**src/rtl/rab_pkg.sv**
```systemverilog
package rab_pkg;

  // Sequencer states: setup of the address port, then data-port transfers
  typedef enum logic [2:0] {
    SQ_SETUP_REQ,
    SQ_SETUP_PH,
    SQ_IDLE,
    SQ_REQ,
    SQ_PH
  } sq_state_t;

  // Control lines the sequencer drives towards the shared bus
  typedef struct packed {
    logic req;
    logic sel;
    logic wr;
    logic rd;
    logic oe;
  } bus_ctl_t;

endpackage

```
**src/rtl/rab_cpu_port.sv**
```systemverilog
module rab_cpu_port (
  input  logic clk,
  input  logic rst_n,
  input  logic cpu_valid,
  input  logic cpu_we,
  input  logic setup_done,
  input  logic xfer_done,
  output logic cpu_ready,
  output logic launch,
  output logic launch_we
);

  logic busy_q;

  // Wait state whenever a transfer is outstanding or setup is unfinished
  assign cpu_ready = setup_done && !busy_q;
  assign launch    = cpu_valid && cpu_ready;
  assign launch_we = cpu_we;

  always_ff @(posedge clk) begin
    if (!rst_n) begin
      busy_q <= 1'b0;
    end else if (launch) begin
      busy_q <= 1'b1;
    end else if (xfer_done) begin
      busy_q <= 1'b0;
    end
  end

endmodule

```
**src/rtl/rab_hold_reg.sv**
```systemverilog
module rab_hold_reg #(
  parameter int unsigned DW = 16
) (
  input  logic          clk,
  input  logic          rst_n,
  input  logic          load_wr,
  input  logic [DW-1:0] wr_val,
  input  logic          load_rd,
  input  logic [DW-1:0] rd_val,
  output logic [DW-1:0] hold
);

  always_ff @(posedge clk) begin
    if (!rst_n) begin
      hold <= '0;
    end else if (load_wr) begin
      hold <= wr_val;
    end else if (load_rd) begin
      hold <= rd_val;
    end
  end

endmodule

```
**src/rtl/rab_bus_seq.sv**
```systemverilog
module rab_bus_seq
  import rab_pkg::*;
#(
  parameter int unsigned DW        = 16,
  parameter int unsigned REG_INDEX = 0
) (
  input  logic          clk,
  input  logic          rst_n,
  input  logic          start,
  input  logic          start_we,
  input  logic [DW-1:0] wr_data,
  input  logic          bus_gnt,
  output bus_ctl_t      ctl,
  output logic [DW-1:0] ad_o,
  output logic          setup_done,
  output logic          xfer_done,
  output logic          capture
);

  localparam logic [DW-1:0] IDX_VAL = DW'(REG_INDEX);

  sq_state_t state_q, state_d;
  logic      op_we_q;

  always_ff @(posedge clk) begin
    if (!rst_n) begin
      state_q <= SQ_SETUP_REQ;
      op_we_q <= 1'b0;
    end else begin
      state_q <= state_d;
      if (start) begin
        op_we_q <= start_we;
      end
    end
  end

  always_comb begin
    state_d   = state_q;
    ctl       = '0;
    ad_o      = '0;
    xfer_done = 1'b0;
    capture   = 1'b0;
    unique case (state_q)
      SQ_SETUP_REQ: begin
        ctl.req = 1'b1;
        if (bus_gnt) state_d = SQ_SETUP_PH;
      end
      SQ_SETUP_PH: begin
        ctl.req = 1'b1;
        ctl.wr  = 1'b1;
        ctl.oe  = 1'b1;
        ad_o    = IDX_VAL;
        state_d = SQ_IDLE;
      end
      SQ_IDLE: begin
        if (start) state_d = SQ_REQ;
      end
      SQ_REQ: begin
        ctl.req = 1'b1;
        if (bus_gnt) state_d = SQ_PH;
      end
      SQ_PH: begin
        ctl.req   = 1'b1;
        ctl.sel   = 1'b1;
        ctl.wr    = op_we_q;
        ctl.rd    = !op_we_q;
        ctl.oe    = op_we_q;
        ad_o      = op_we_q ? wr_data : '0;
        xfer_done = 1'b1;
        capture   = !op_we_q;
        state_d   = SQ_IDLE;
      end
      default: state_d = SQ_IDLE;
    endcase
  end

  assign setup_done = (state_q != SQ_SETUP_REQ) && (state_q != SQ_SETUP_PH);

endmodule

```
**src/rtl/rab_bridge.sv**
```systemverilog
module rab_bridge
  import rab_pkg::*;
#(
  parameter int unsigned DW        = 16,
  parameter int unsigned REG_INDEX = 0
) (
  input  logic          clk,
  input  logic          rst_n,
  input  logic          cpu_valid,
  output logic          cpu_ready,
  input  logic          cpu_we,
  input  logic [DW-1:0] cpu_wdata,
  output logic [DW-1:0] cpu_rdata,
  output logic          bus_req,
  input  logic          bus_gnt,
  output logic          bus_port_sel,
  output logic          bus_wr_stb,
  output logic          bus_rd_stb,
  output logic          bus_ad_oe,
  output logic [DW-1:0] bus_ad_o,
  input  logic [DW-1:0] bus_ad_i
);

  logic     setup_done, xfer_done, capture;
  logic     launch, launch_we;
  logic     [DW-1:0] hold;
  bus_ctl_t ctl;

  rab_cpu_port u_port (
    .clk        (clk),
    .rst_n      (rst_n),
    .cpu_valid  (cpu_valid),
    .cpu_we     (cpu_we),
    .setup_done (setup_done),
    .xfer_done  (xfer_done),
    .cpu_ready  (cpu_ready),
    .launch     (launch),
    .launch_we  (launch_we)
  );

  // Posted write data lives in the holding register; it cannot change
  // while a transfer is pending because the port is stalled.
  rab_hold_reg #(.DW(DW)) u_hold (
    .clk     (clk),
    .rst_n   (rst_n),
    .load_wr (launch && launch_we),
    .wr_val  (cpu_wdata),
    .load_rd (capture),
    .rd_val  (bus_ad_i),
    .hold    (hold)
  );

  rab_bus_seq #(.DW(DW), .REG_INDEX(REG_INDEX)) u_seq (
    .clk        (clk),
    .rst_n      (rst_n),
    .start      (launch),
    .start_we   (launch_we),
    .wr_data    (hold),
    .bus_gnt    (bus_gnt),
    .ctl        (ctl),
    .ad_o       (bus_ad_o),
    .setup_done (setup_done),
    .xfer_done  (xfer_done),
    .capture    (capture)
  );

  assign cpu_rdata    = hold;
  assign bus_req      = ctl.req;
  assign bus_port_sel = ctl.sel;
  assign bus_wr_stb   = ctl.wr;
  assign bus_rd_stb   = ctl.rd;
  assign bus_ad_oe    = ctl.oe;

endmodule

```
**config.mk**
```make
export PLATFORM = sky130hd
export DESIGN_NAME = rab_bridge
export DESIGN_NICKNAME = d
export VERILOG_FILES = /design/src/rtl/rab_pkg.sv /design/src/rtl/rab_cpu_port.sv /design/src/rtl/rab_hold_reg.sv /design/src/rtl/rab_bus_seq.sv /design/src/rtl/rab_bridge.sv
export SDC_FILE = /design/constraint.sdc
export NUM_CORES = 1
export LEC_CHECK = 0
export BUFFER_PORTS_ARGS = -buffer_cell sky130_fd_sc_hd__buf_2
export CAP_MARGIN = 10
export CORE_MARGIN = 2
export CORE_UTILIZATION = 39
export DETAILED_ROUTE_END_ITERATION = 7
export PLACE_DENSITY = 0.78
export SLEW_MARGIN = 25
export SYNTH_ARGS = -nofsm -noshare
export SYNTH_HDL_FRONTEND = slang
export SYNTH_HIERARCHICAL = 1
export SYNTH_SLANG_ARGS = --single-unit
```
**constraint.sdc**
```tcl
create_clock -name clk -period 1.65 [get_ports clk]
set_input_delay 0 -clock clk [delete_from_list [all_inputs] [get_ports clk]]
set_output_delay 0 -clock clk [all_outputs]
set_load 0.005 [all_outputs]
```
==> key figures <==
Yosys
  – Netlist cell types: 26
  – Mapped Area: between 1000 and 1500 µm²
  – Top FF cell, synth: dfxtp_1
  – Synth Register Bits: 21
  – Syn Area/Cell: about 11 µm²
  – Count leader, synth: dfxtp_1
  – Syn Nets: between 150 and 200
  – Ys async rst share: 0
  – Area contributors post-synth: dfxtp_1 (33%), o211a_1 (13%), mux2_4 (12%)
  – Number of synthesized flops with an enable pin: 0
  – Top-area cell type share of the netlist area: 0.332
  – Post-synth top cells: dfxtp_1 (21), and2_1 (18), nand2b_1 (17)
  – Ys Warns: 6
  – Largest area contributor in the netlist: dfxtp_1
  – Post-Syn Instances: 120
  – Register area share after synthesis: 0.332

Timing
  – Period utilization: 0.969
  – Max Clock Freq: 0.625 GHz
  – Slew headroom: 0.749
  – Final Hold Fails: 0
  – Slew @ Worst Pin: 0.377 ns
  – Final Max Slew Viols: 0
  – Hold slack: 0.00683 ns
  – Final Skew: 0.00825 ns
  – Tmin final: approximately 1.6 ns
  – Final setup violation count: 0

Floorplanning
  – Row cnt: 20
  – Core area: 3080 µm²
  – Full die area: around 3700 µm²
  – Die Wd: around 61 µm
  – Die height: 61.0 µm
  – Top-Level Pins: 75
  – Initial Utilization: 0.412

Finish
  – Post-route cell area: 1860 µm²
  – Share of post-route cells with drive strength above 1: 0.549
  – Register area: approximately 430 µm²
  – Area Overhead vs Synth: 46.4%
  – # diodes: 0
  – Fill cells: approximately 320
  – Footprint of the multi-input gates: between 700 and 800 µm²
  – # nets final: about 240
  – Fin cells: roughly 250

Clock tree
  – Root Buffer: clkbuf_4
  – Worst-Skew Late Latency: around 0.30 ns
  – H-tree Lvls: 1
  – Clock sink total: 21
  – Clock Pin Slew Worst Setup and Hold Paths: around 0.13 ns
  – Longest Clk Path Bufs: 2
  – CTS tree: done
  – TritonCTS Buffers: 3

Detailed routing
  – Total Wirelength: approximately 3100 µm
  – Avg WL per Cell: around 13 µm
  – Residual DRC count: 0
  – Via count: 1151
  – Final ANT Viol Nets: 0
  – DR pass1 iterations: 4
  – DRT iter0 DRCs: 28
  – Detail-routed via count per cell: ~4.6

Setup path
  – CP Data Arrival Time: around 1.8 ns
  – CP Max Fanout: 12
  – CP required: around 1.9 ns
  – Crit Path Class: reg2reg
  – CP startpoint kind: flop
  – Critical path capture point type: flop

Placement
  – PortBufs: 74
  – RD Place Congestion: between 0.8 and 0.9
  – Post-DP HPWL: ~2100 µm
  – Placed cell count: about 230
  – Post-Place Cell Area: about 1700 µm²

Pwr
  – PD cells: about 560 nW/µm²
  – Max VDD drop: between 0.2 and 0.25 mV
  – LEAKAGE: between 1 and 1.5 nW
  – Total power: ~1.0 mW

Min path
  – Worst hold path class: in2reg

Global routing
  – Initial antenna violation count: 0
  – Largest net degree at the start of global routing: 22
  – Global-route wire length before repair: 4520 µm
  – GRT Resource Usage Total: 0.164
  – Grt ovf: 0
  – Vias in the first global route: about 1000

Status
  – Status: completed

Flow run
  – MaxCap Viol Count: 0
## per-stage QoR
| step | util | setup slack (ns) | setup TNS, ns |
|---|---|---|---|
| after global placement | 0.546 | 0.0351 | 0 |
| after global routing | 0.603 | -0.00553 | -0.0170 |
| after floorplan | - | 0.00236 | 0 |
| after detailed placement | 0.546 | 0.00101 | 0 |
| after CTS | 0.581 | 0.00691 | 0 |
| final | 0.603 | 0.0509 | 0 |
## per-layer routing
layer	wire, µm	up-vias	part of all wire	global-route usage
met4	27	0	0.0086	0.0652
met5	0	-	0	0
li1	-	584	-	-
met1	1300	526	0.41	0.187
met3	156	2	0.050	0.0235
met2	1670	39	0.53	0.304
## path summary, 6_finish.rpt
| path | to | start | slack, ns | cells past startpoint |
|---|---|---|---|---|
| worst max-delay path | u_hold/hold[10] | u_seq/state_q[1] | 0.05 | 6 |
| worst min-delay path | u_hold/hold[14] | cpu_wdata[14] | 0.007 | 3 |
| worst max register to register | u_hold/hold[10] | u_seq/state_q[1] | 0.05 | 6 |
| worst min register to register | u_seq/state_q[2] | u_seq/state_q[1] | 0.54 | 2 |
## cell families after synthesis
kind of cell,Yosys count,synth area share
flops,21,0.332
compound gates,20,0.153
simple gates,48,0.245
buf+inv,13,0.0829
mux,18,0.188
## sequential cells by signal, indices dropped and copies added (netlist names)
register,flops
u_seq/op_we_q,1
u_hold/hold,16
u_seq/state_q,3
u_port/busy_q,1
## report_power, final
part           total (mW)  internal, mW  leakage [nW]  switching (mW)
Sequential          0.561         0.536         0.172          0.0241
Combinational       0.226         0.145         0.907          0.0808
Clock               0.249        0.0902        0.0177           0.159
## repair_timing
action / 4_1_cts / 5_1_grt
hold endpoints to repair: 8 / 2
gates resized for setup: 2 / 3
setup endpoints to repair: 6 / 31
pin swaps: 0 / 1
hold buffers: 7 / 2
cloned: 0 / 1
setup buffers: 0 / 2
## final cells by class
| cell class | count | share of cell area |
|---|---|---|
| clock inverter | 1 | 0.00270 |
| sequential | 21 | 0.229 |
| timing repair buffer | 93 | 0.312 |
| tap | 44 | 0.0297 |
| multi-input combinational | 86 | 0.415 |
| clock buffer | 3 | 0.0121 |
## worst max-delay path, stage by stage (launching register included)
cell and delay (ns):
dfxtp_4 0.39, or2_1 0.22, nor2b_2 0.17, and2_4 0.16, and2_4 0.20, buf_4 0.16
o211a_1 0.21
## layout by cell type (no fill, tap or decap), drive strengths merged, types with 2 or more instances in the layout
cell type and n:
buf 83, dfxtp 21, and2 18, nand2b 17
nor3b 2, clkbuf 4, nor2b 3, nor2 2
mux2i 2, mux2 16, o211a 16, dlygate4sd3 9
No activity file was read; power rests on OpenSTA's default activity.
